$ cat config.mk
export PLATFORM = sky130hd
export DESIGN_NAME = smram_steer
export DESIGN_NICKNAME = d
export VERILOG_FILES = /design/src/rtl/smram_pkg.sv /design/src/rtl/smram_rst_sync.sv /design/src/rtl/smram_win_dec.sv /design/src/rtl/smram_cfg.sv /design/src/rtl/smram_route.sv /design/src/rtl/smram_steer.sv
export SDC_FILE = /design/constraint.sdc
export NUM_CORES = 1
export LEC_CHECK = 0
export ABC_AREA = 0
export BUFFER_PORTS_ARGS = -buffer_cell sky130_fd_sc_hd__buf_2
export CAP_MARGIN = 40
export CELL_PAD_IN_SITES_DETAIL_PLACEMENT = 1
export CELL_PAD_IN_SITES_GLOBAL_PLACEMENT = 2
export CORE_MARGIN = 5
export CORE_UTILIZATION = 11
export DETAILED_ROUTE_END_ITERATION = 10
export PLACE_DENSITY_LB_ADDON = 0.1
export SYNTH_ARGS = -nofsm -noshare
export SYNTH_HDL_FRONTEND = slang
export SYNTH_SLANG_ARGS = --single-unit
$ cat constraint.sdc
create_clock -name clk -period 0.8 [get_ports clk]
set_input_delay 0.2 -clock clk [delete_from_list [all_inputs] [get_ports clk]]
set_output_delay 0.2 -clock clk [all_outputs]
set_load 0.05 [all_outputs]
$ cat src/rtl/smram_pkg.sv
package smram_pkg;
  typedef enum logic [1:0] {
    ROUTE_NONE  = 2'd0,
    ROUTE_SYS   = 2'd1,
    ROUTE_SMRAM = 2'd2
  } route_e;
endpackage

$ cat src/rtl/smram_rst_sync.sv
module smram_rst_sync (
  input  logic clk,
  input  logic rst_n,
  output logic rst_sync_n
);
  logic stage_q;

  always_ff @(posedge clk or negedge rst_n) begin
    if (!rst_n) begin
      stage_q    <= 1'b0;
      rst_sync_n <= 1'b0;
    end else begin
      stage_q    <= 1'b1;
      rst_sync_n <= stage_q;
    end
  end
endmodule

$ cat src/rtl/smram_win_dec.sv
module smram_win_dec #(
  parameter int                ADDR_W    = 32,
  parameter logic [ADDR_W-1:0] BASE      = '0,
  parameter int                SIZE_LOG2 = 15
) (
  input  logic [ADDR_W-1:0] addr,
  output logic              hit
);
  // Offset bits inside the window are masked off; base bits below the
  // window size therefore never matter, which forces alignment.
  localparam logic [ADDR_W-1:0] ONE  = ADDR_W'(1);
  localparam logic [ADDR_W-1:0] MASK = (SIZE_LOG2 >= ADDR_W) ? '0 :
                                       ~((ONE << SIZE_LOG2) - ONE);

  always_comb begin
    hit = (((addr ^ BASE) & MASK) == '0);
  end
endmodule

$ cat src/rtl/smram_cfg.sv
module smram_cfg (
  input  logic clk,
  input  logic rst_sync_n,
  input  logic cfg_we,
  input  logic cfg_wdata,
  output logic load_mode
);
  logic load_d;

  always_comb begin
    load_d = load_mode;
    if (cfg_we) load_d = cfg_wdata;
  end

  always_ff @(posedge clk or negedge rst_sync_n) begin
    if (!rst_sync_n) load_mode <= 1'b0;
    else             load_mode <= load_d;
  end

  // no write strobe, no change
  p_cfg_hold_r8: assert property (@(posedge clk) disable iff (!rst_sync_n)
    !cfg_we |=> $stable(load_mode));
  // a write lands on the next clock
  p_cfg_load_r8: assert property (@(posedge clk) disable iff (!rst_sync_n)
    cfg_we |=> (load_mode == $past(cfg_wdata)));
endmodule

$ cat src/rtl/smram_route.sv
module smram_route
  import smram_pkg::*;
(
  input  logic clk,
  input  logic rst_sync_n,
  input  logic req_valid,
  input  logic req_is_cpu,
  input  logic smm_active,
  input  logic load_mode,
  input  logic hit_min,
  input  logic hit_ext,
  output logic sel_smram,
  output logic sel_sysram,
  output logic smram_ext
);
  route_e route_d, route_q;
  logic   ext_d, ext_q;
  logic   in_win, granted;

  always_comb begin
    in_win  = hit_min | hit_ext;
    // Management mode: processor only; otherwise the load switch decides.
    granted = smm_active ? req_is_cpu : load_mode;
    route_d = ROUTE_NONE;
    ext_d   = 1'b0;
    if (req_valid) begin
      if (in_win && granted) begin
        route_d = ROUTE_SMRAM;
        ext_d   = hit_ext & ~hit_min;
      end else begin
        route_d = ROUTE_SYS;
      end
    end
  end

  always_ff @(posedge clk or negedge rst_sync_n) begin
    if (!rst_sync_n) begin
      route_q <= ROUTE_NONE;
      ext_q   <= 1'b0;
    end else begin
      route_q <= route_d;
      ext_q   <= ext_d;
    end
  end

  always_comb begin
    sel_smram  = (route_q == ROUTE_SMRAM);
    sel_sysram = (route_q == ROUTE_SYS);
    smram_ext  = ext_q;
  end

  // one target per valid access, none when idle
  p_one_target_r7: assert property (@(posedge clk) disable iff (!rst_sync_n)
    req_valid |=> (sel_smram ^ sel_sysram));
  p_idle_quiet_r7: assert property (@(posedge clk) disable iff (!rst_sync_n)
    !req_valid |=> (!sel_smram && !sel_sysram));
  // processor in management mode reaches SMRAM
  p_cpu_smm_r3: assert property (@(posedge clk) disable iff (!rst_sync_n)
    (req_valid && req_is_cpu && smm_active && hit_min) |=> sel_smram);
  // other masters never reach SMRAM during management mode
  p_dma_blocked_r4: assert property (@(posedge clk) disable iff (!rst_sync_n)
    (req_valid && !req_is_cpu && smm_active) |=> !sel_smram);
  // outside management mode with load off, system RAM only
  p_plain_sys_r5: assert property (@(posedge clk) disable iff (!rst_sync_n)
    (req_valid && !smm_active && !load_mode) |=> !sel_smram);
  // the enlarged-window flag only accompanies an SMRAM select
  p_ext_with_smram_r9: assert property (@(posedge clk) disable iff (!rst_sync_n)
    smram_ext |-> sel_smram);
endmodule

$ cat src/rtl/smram_steer.sv
module smram_steer #(
  parameter int                ADDR_W   = 32,
  parameter logic [ADDR_W-1:0] MIN_BASE = ADDR_W'(32'h0003_8000),
  parameter int                MIN_LOG2 = 15,
  parameter bit                EXT_EN   = 1'b1,
  parameter logic [ADDR_W-1:0] EXT_BASE = ADDR_W'(32'h0010_0000),
  parameter int                EXT_LOG2 = 20
) (
  input  logic              clk,
  input  logic              rst_n,
  input  logic              cfg_we,
  input  logic              cfg_wdata,
  input  logic              req_valid,
  input  logic              req_is_cpu,
  input  logic [ADDR_W-1:0] req_addr,
  input  logic              smm_active,
  output logic              sel_smram,
  output logic              sel_sysram,
  output logic              smram_ext
);
  logic rst_sync_n;
  logic load_mode;
  logic hit_min, hit_ext;

  smram_rst_sync u_rst (
    .clk        (clk),
    .rst_n      (rst_n),
    .rst_sync_n (rst_sync_n)
  );

  smram_cfg u_cfg (
    .clk        (clk),
    .rst_sync_n (rst_sync_n),
    .cfg_we     (cfg_we),
    .cfg_wdata  (cfg_wdata),
    .load_mode  (load_mode)
  );

  smram_win_dec #(
    .ADDR_W    (ADDR_W),
    .BASE      (MIN_BASE),
    .SIZE_LOG2 (MIN_LOG2)
  ) u_min (
    .addr (req_addr),
    .hit  (hit_min)
  );

  generate
    if (EXT_EN) begin : g_ext
      smram_win_dec #(
        .ADDR_W    (ADDR_W),
        .BASE      (EXT_BASE),
        .SIZE_LOG2 (EXT_LOG2)
      ) u_ext (
        .addr (req_addr),
        .hit  (hit_ext)
      );
    end else begin : g_no_ext
      assign hit_ext = 1'b0;
    end
  endgenerate

  smram_route u_route (
    .clk        (clk),
    .rst_sync_n (rst_sync_n),
    .req_valid  (req_valid),
    .req_is_cpu (req_is_cpu),
    .smm_active (smm_active),
    .load_mode  (load_mode),
    .hit_min    (hit_min),
    .hit_ext    (hit_ext),
    .sel_smram  (sel_smram),
    .sel_sysram (sel_sysram),
    .smram_ext  (smram_ext)
  );

  // nothing selected while the internal reset is held
  always_comb begin
    if (!rst_sync_n) begin
      a_reset_quiet_r1: assert (!sel_smram && !sel_sysram && !smram_ext);
    end
  end
endmodule

=== Yosys cells after proc, flatten, opt, wreduce, memory -nomap -nowiden ===
Index checks and enable logic that the tools add are counted.

* Flip-flop bits (word level): 6
* Bits in latches: 0
* Bits in writable memories: 0
* Memory bits (read-only): 0
* Input bits: 39
* Output and inout bits: 3
* Word-level logic and storage cells: 20
* Memories kept: 0

* $add $sub $neg: 0
* Multiply operators: 0
* Div/mod/pow operators: 0
* Order comparisons: 0
* Equality and inequality tests: 2
* Shifts and indexed selects: 0
* Multiplexer cells: 5
* Bitwise gates (word level): 5
* Reductions and logical operators: 3

{| class="wikitable"
|+ Operator list
! kind !! number
|-
| $logic_not A32 Y1 || 2
|-
| $mux W2 || 2
|-
| $mux W1 || 3
|-
| $not A3 Y3 || 1
|-
| $eq A2 B1 Y1 const B || 1
|-
| $eq A2 B2 Y1 const B || 1
|-
| $not A1 Y1 || 2
|-
| $and A1 B1 Y1 || 1
|-
| $logic_and A1 B1 Y1 || 1
|-
| $or A1 B1 Y1 || 1
|}

=== Depth between registers and ports, before layout ===
Gate-level depths: netlist of run 1.

* Word-level depth: 6
* Depth in mapped cells: 3
* Gate-level depth less buffers: 3

=== Modules after synthesis ===
Synthesis of run 1 repeated with hierarchy kept, for this count alone.

* Cells, all modules: 25
* Area, all modules: 312.8 um2

{| class="wikitable"
|+ By module, submodules not included
! module !! times used !! cells an instance !! area each (um2) !! sequential area each (um2)
|-
| smram_route || 1 || 10 || 126.4 || 75.1
|-
| smram_win_dec (u_min) || 1 || 6 || 65.1 || 0.0
|-
| smram_rst_sync || 1 || 3 || 53.8 || 50.0
|-
| smram_cfg || 1 || 2 || 40.0 || 25.0
|-
| smram_win_dec (g_ext.u_ext) || 1 || 4 || 27.5 || 0.0
|}

=== Worst setup path before layout of run 1 ===
Ideal clock, no wire load.

* Path type: reg-to-output
* From: register u_route.route_q[0]
* To: output sel_smram
* Arrival: 1.050 ns
* Data required time: 0.600 ns
* Setup slack: -0.450 ns
* Stages on the path, launching flop included: 2
* Path buffers: 0
* Cell sequence: dfrtp_1 > nor2b_1

* Cells in the longest elaborated chain, start to end: 1

{| class="wikitable"
|+ Ends and longest elaborated chain
! what !! RTL line !! source
|-
| start, declared || smram_route.sv:16 || <nowiki>route_e route_d, route_q;</nowiki>
|-
| start signal, assigned || smram_route.sv:41 || <nowiki>route_q <= route_d;</nowiki>
|-
| $eq A2 B2 Y1 || smram_route.sv:47 || <nowiki>sel_smram = (route_q == ROUTE_SMRAM);</nowiki>
|-
| end, declared || smram_steer.sv:17 || <nowiki>output logic sel_smram,</nowiki>
|}

Every way passes these cells.

=== Worst setup path after layout of run 1 ===
* From: register u_route.route_q[0]
* To: output sel_sysram

* Cells in the longest elaborated chain, start to end: 1

{| class="wikitable"
|+ Ends and longest elaborated chain
! what !! RTL line !! source
|-
| $eq A2 B1 Y1 || smram_route.sv:48 || <nowiki>sel_sysram = (route_q == ROUTE_SYS);</nowiki>
|-
| end, declared || smram_steer.sv:18 || <nowiki>output logic sel_sysram,</nowiki>
|}

Every way passes these cells.

==> flow_summary.json, run 1 <==
{
  "antenna_left": 0,
  "h-tree-depth": 1,
  "timing.critical_path.fanout_max": 2,
  "synth_cell_types": 10,
  "cts_tree": "built",
  "synthCells": 22,
  "wl_per_cell_um": 11.53,
  "multiInputGateArea_um2": 137.6,
  "clk_pin_slew_ns": 0.05,
  "num-nets-final": 93,
  "fin_ws_ns": -0.3523,
  "switching_share_pct": 22.68,
  "post-cts-setup-buffer-count": 0,
  "cts_root_buf": "clkbuf_4",
  "antenna_found_initial": 0,
  "gp_congestion": 0.6896,
  "r2r-start": "u_cfg.load_mode",
  "fillers": 283,
  "crit_path_end_kind": "primary output",
  "vias": 284,
  "ios": 42,
  "start_kind": "register",
  "synth_area_um2": 266.5,
  "p_leak_nw": 0.2505,
  "row_count": 17,
  "ir_worst_vdd_mv": 0.3661,
  "synth_nets": 61,
  "overflow": 0,
  "rsz0062_at_grt": "true",
  "p_int_uw": 558.2,
  "timing_worst_setup_path_type": "reg2out",
  "fin_cells": 80,
  "power_uw": 722.0,
  "fmax_mhz": 867.8,
  "arrival_ns": 0.95,
  "synth_seq_cells": 6,
  "dp.cells": 76,
  "post-route-min-period_ns": 1.152,
  "cp_data_required_time_ns": 0.60,
  "grt_pass1_wl_um": 1518,
  "crit_path_start": "u_route.route_q[0]",
  "initial_core_util_pct": 11.82,
  "placed_area_um2": 446.7,
  "pwr-share-comb_pct": 16.2,
  "die_x_um": 59.22,
  "firstDrtPassIters": 4,
  "finalSetupViolations": 6,
  "antenna_cells": 0,
  "vias_per_cell": 3.550,
  "timing.final.max_slew_violations": 0,
  "portBuffers": 26,
  "finalHoldViolCount": 0,
  "core_um2": 2255,
  "post-route-drc-count": 0,
  "grt_max_degree": 5,
  "yosysSeqAreaShare_pct": 56.34,
  "min_period_over_period_pct": 144.0,
  "status": "finished with violations",
  "hold_class": "reg2async",
  "die-area_um2": 3507,
  "clk_latency_ns": 0.24,
  "avgSynthCellArea_um2": 12.11,
  "violations": "negative setup slack",
  "maxCapViolations": 0,
  "numCtsBuffers": 3,
  "cts_buffer_depth": 2,
  "cts.sinks": 6,
  "grt.total_usage_pct": 6.102,
  "layout.area.seq_um2": 150.1,
  "switching_power_uw": 163.8,
  "preCtsSetupSlack_ns": -0.2897,
  "ys.warnings.count": 0,
  "final.setup_skew_ns": 0.004599,
  "pwr-share-clk_pct": 38.5,
  "die_h_um": 59.22,
  "drt_iter0_markers": 3,
  "powerDensity_nw_per_um2": 1411,
  "holdWs_ns": 0.05523,
  "area_growth_pct": 92.02,
  "layout-drive-gt1-share_pct": 71.15,
  "finalInstanceArea_um2": 511.7,
  "p_seq_share_pct": 45.3,
  "grt_pass1_vias": 385,
  "place_hpwl_um": 798,
  "wirelength_um": 922
}
[what timing repair did]
action	4_1_cts	5_1_grt
hold buffers	1	0
hold endpoints to repair	2	0
endpoints found under the setup margin	6	6
resized for setup	7	2
gates cloned	0	0
[through the flow]
stage	TNS [ns]	util (%)
after floorplan	-0.4117	-
after global placement	-1.036	19.81
after detailed placement	-1.183	19.81
after CTS	-1.421	22.31
after global routing	-1.713	22.70
final	-1.388	22.70
[layout by cell type (no fill, tap or decap)]
cell           instances
buf_2                 23
buf_6                  3
clkbuf_4               3
conb_1                 1
dfrtp_1                6
dlygate4sd3_1          1
inv_1                  2
mux2_2                 1
mux2_4                 1
nand4_1                1
nand4b_1               1
nor2b_4                2
nor3_1                 1
nor3_2                 2
nor4_2                 2
o21a_1                 2
[layer usage]
layer,part of all wire (%),track usage (%)
met5,0,0
met2,43,8.892
met4,2.1,5.825
met1,40,6.598
met3,15,2.397
[worst paths after layout]
check | cells after the start | endpoint | slack (ns)
max in group asynchronous | 2 | u_rst.rst_sync_n | 0.43
setup / recovery | 2 | sel_sysram | -0.35
hold reg to reg | 0 | u_cfg.load_mode | 0.06
setup reg to reg | 3 | u_route.route_q[0] | -0.19
hold / removal | 0 | u_cfg.load_mode | 0.06
min in group clk | 2 | u_route.route_q[0] | 0.19
[power groups by stage]
stage	logic, mW	registers [mW]	clock network, mW
after detailed placement	0.104	0.333	0
final	0.117	0.327	0.278
after global routing	0.129	0.330	0.320
after global placement	0.102	0.332	0
after CTS	0.114	0.328	0.291
after floorplan	0.0389	0.329	0
[sequential cells by signal (all words and copies together), names as in the netlist]
register / cells
u_route.smram_ext: 1
u_route.route_q: 2
u_cfg.load_mode: 1
u_rst.rst_sync_n: 1
u_rst.stage_q: 1
[layout make-up]
class / instances / share of cell area (%)
tap: 28 / 6.846
sequential: 6 / 29.34
multi-input combinational: 14 / 26.89
timing repair buffer: 27 / 31.05
clock buffer: 3 / 4.401
inverter: 2 / 1.467
[cell usage after synthesis]
| cell | number | area (um2) |
|---|---|---|
| nor4_2 | 2 | 25.02 |
| nand4_1 | 1 | 6.260 |
| nor2b_1 | 2 | 12.51 |
| nand4b_1 | 1 | 8.760 |
| o21a_1 | 2 | 15.01 |
| nor3_1 | 3 | 15.01 |
| dfrtp_1 | 6 | 150.1 |
| conb_1 | 1 | 3.750 |
| inv_1 | 2 | 7.510 |
| mux2_2 | 2 | 22.52 |
[worst max-delay path: stages (launching register included)]
cell	delay, ns
dfrtp_1	0.39
nor2b_4	0.16
buf_6	0.16
[kinds of logic (layout without fill, tap and decap cells)]
kind of cell / Yosys count / after routing / synth area share [%]
DFF: 6 / 6 / 56.34
AOI/OAI and AO/OA: 2 / 2 / 5.632
and+or+nand+nor: 9 / 9 / 25.35
buffers and inverters: 2 / 32 / 2.818
other: 1 / 1 / 1.407
muxes: 2 / 2 / 8.450
Power figures use the tool's default switching activity.
==> run 2: changes to the inputs <==
- BUFFER_PORTS_ARGS: -buffer_cell sky130_fd_sc_hd__buf_2 -> default
- CORE_AREA: default -> 5 5 42 44
- CORE_MARGIN: 5 -> default
- CORE_UTILIZATION: 11 -> default
- DIE_AREA: default -> 0 0 47 49
- DONT_BUFFER_PORTS: default -> 1
- RECOVER_POWER: default -> 25
- SLEW_MARGIN: default -> 20
==> run 2 against run 1 <==
Against the previous run: the run still ends with negative setup slack left; via count fell by 25%; total power is 11% lower; clock skew fell by 0.0034 ns; combinational power shrank 49%; non-clock buffer count decreased by 23; die area shrank 34%; clock power down 7.2%; sequential power hardly changed; critical endpoint is now sel_smram; global-route usage increased by 0.48 points; wire length shrank 32%.
==> flow_summary.json, run 2 (synthesis gave the netlist of run 1 again) <==
{
  "wirelength_um": 626,
  "switching_power_uw": 123.4,
  "r2r-start": "u_cfg.load_mode",
  "largest_reg_flops": 2,
  "die_h_um": 49,
  "final.setup_skew_ns": 0.001229,
  "antenna_found_initial": 0,
  "cts_tree": "built",
  "finalInstanceArea_um2": 399.1,
  "post-cts-setup-buffer-count": 0,
  "initial_core_util_pct": 19.02,
  "cts_buffer_depth": 2,
  "grt_max_degree": 5,
  "wl_met2_um": 328,
  "p_seq_share_pct": 50.8,
  "start_kind": "register",
  "pwr-share-comb_pct": 9.2,
  "top_layer": "met4",
  "violations": "negative setup slack",
  "overflow": 0,
  "row_count": 14,
  "rsz0062_at_grt": "true",
  "firstDrtPassIters": 2,
  "vias_per_cell": 4.711,
  "powerDensity_nw_per_um2": 1615,
  "finalHoldViolCount": 0,
  "antenna_left": 0,
  "p_int_uw": 521.2,
  "switching_share_pct": 19.15,
  "finalSetupTns_ns": -1.330,
  "rrSetupSlack_ns": -0.17,
  "wl_met3_um": 51,
  "clk_pin_slew_ns": 0.04,
  "status": "finished with violations",
  "gp_congestion": 0.5553,
  "grt.total_usage_pct": 6.586,
  "die-area_um2": 2303,
  "finalSetupViolations": 6,
  "timing.final.max_slew_violations": 0,
  "antenna_cells": 0,
  "p_leak_nw": 0.1617,
  "final_cell_mix": "6 x dfrtp_1, 3 x clkbuf_4, 3 x buf_12",
  "timing.critical_path.fanout_max": 2,
  "cts_root_buf": "clkbuf_4",
  "placed_area_um2": 361.6,
  "r2r-end": "u_route.route_q[0]",
  "holdWs_ns": 0.05486,
  "power_uw": 644.6,
  "ios": 42,
  "min_period_over_period_pct": 142.4,
  "drt_iter0_markers": 2,
  "area_growth_pct": 49.77,
  "cts.sinks": 6,
  "final_common_cell": "dfrtp_1",
  "crit_end": "sel_smram",
  "maxCapViolations": 0,
  "h-tree-depth": 1,
  "reg2reg_depth": 3,
  "fmax_mhz": 877.9,
  "core_um2": 1401,
  "grt_pass1_vias": 264,
  "post-route-min-period_ns": 1.139,
  "post-route-drc-count": 0,
  "crit_path_start": "u_route.route_q[1]",
  "pwr-share-clk_pct": 40.0,
  "cp_data_required_time_ns": 0.60,
  "hold_class": "reg2async",
  "clk_latency_ns": 0.23,
  "die_x_um": 47,
  "place_hpwl_um": 581.4,
  "vias": 212,
  "fin_util_pct": 28.48,
  "fin_ws_ns": -0.3391,
  "layout-drive-gt1-share_pct": 44.83,
  "portBuffers": 0,
  "grt_pass1_wl_um": 993,
  "arrival_ns": 0.94,
  "wl_per_cell_um": 13.91,
  "wl_met1_um": 225,
  "crit_path_end_kind": "primary output",
  "num-nets-final": 70,
  "numCtsBuffers": 3,
  "ir_worst_vdd_mv": 0.7404,
  "timing_worst_setup_path_type": "reg2out",
  "regMostFlops": "u_route.route_q"
}
[run 2: worst min-delay path by stage]
stage | from | end | slack, ns | depth (start not counted)
CTS | u_rst.rst_sync_n | u_cfg.load_mode | 0.06 | 0
finish | u_rst.rst_sync_n | u_cfg.load_mode | 0.05 | 0
detailed placement | rst_n | u_rst.rst_sync_n | -0.1 | 0
global placement | rst_n | u_rst.stage_q | -0.1 | 0
global route | u_rst.rst_sync_n | u_route.route_q[0] | 0.07 | 0
floorplan | rst_n | u_rst.rst_sync_n | -0.1 | 0
[run 2: power groups by stage]
stage	registers [mW]	clock network, mW	logic, mW
finish	0.327	0.258	0.0592
global route	0.328	0.305	0.0638
CTS	0.328	0.277	0.0601
detailed placement	0.332	0	0.0538
global placement	0.331	0	0.0533
floorplan	0.329	0	0.0389
[run 2: per-layer routing]
metal / vias up / track usage (%)
li1: 92 / -
met1: 98 / 6.040
met2: 20 / 9.276
met3: 2 / 3.690
met4: 0 / 6.912
met5: - / 0
[run 2: cell type report]
type / instances / area [um2]
repair buffers: 4 / 70.07
clock buffers: 3 / 22.52
flip-flops and latches: 6 / 150.1
fillers: 166 / 1002
multi-input cells: 14 / 128.9
inverters: 2 / 7.507
well taps: 16 / 20.02
[run 2: through the flow]
| stage | worst slack [ns] | instances |
|---|---|---|
| global route | -0.4076 | 45 |
| floorplan | -0.1007 | 22 |
| detailed placement | -0.1602 | 41 |
| CTS | -0.3630 | 45 |
| global placement | -0.1423 | 41 |
| finish | -0.3391 | 45 |
[run 2: worst max-delay path: stages (launching register included)]
cell     delay [ns]
dfrtp_1        0.38
nor2b_4        0.18
buf_12         0.14
[run 2: timing repair]
item                                    CTS  global route
hold buffers                              1             0
gates resized for setup                   1             0
endpoints found under the hold margin     2             0
pin swaps                                 0             0
endpoints found under the setup margin    6             6
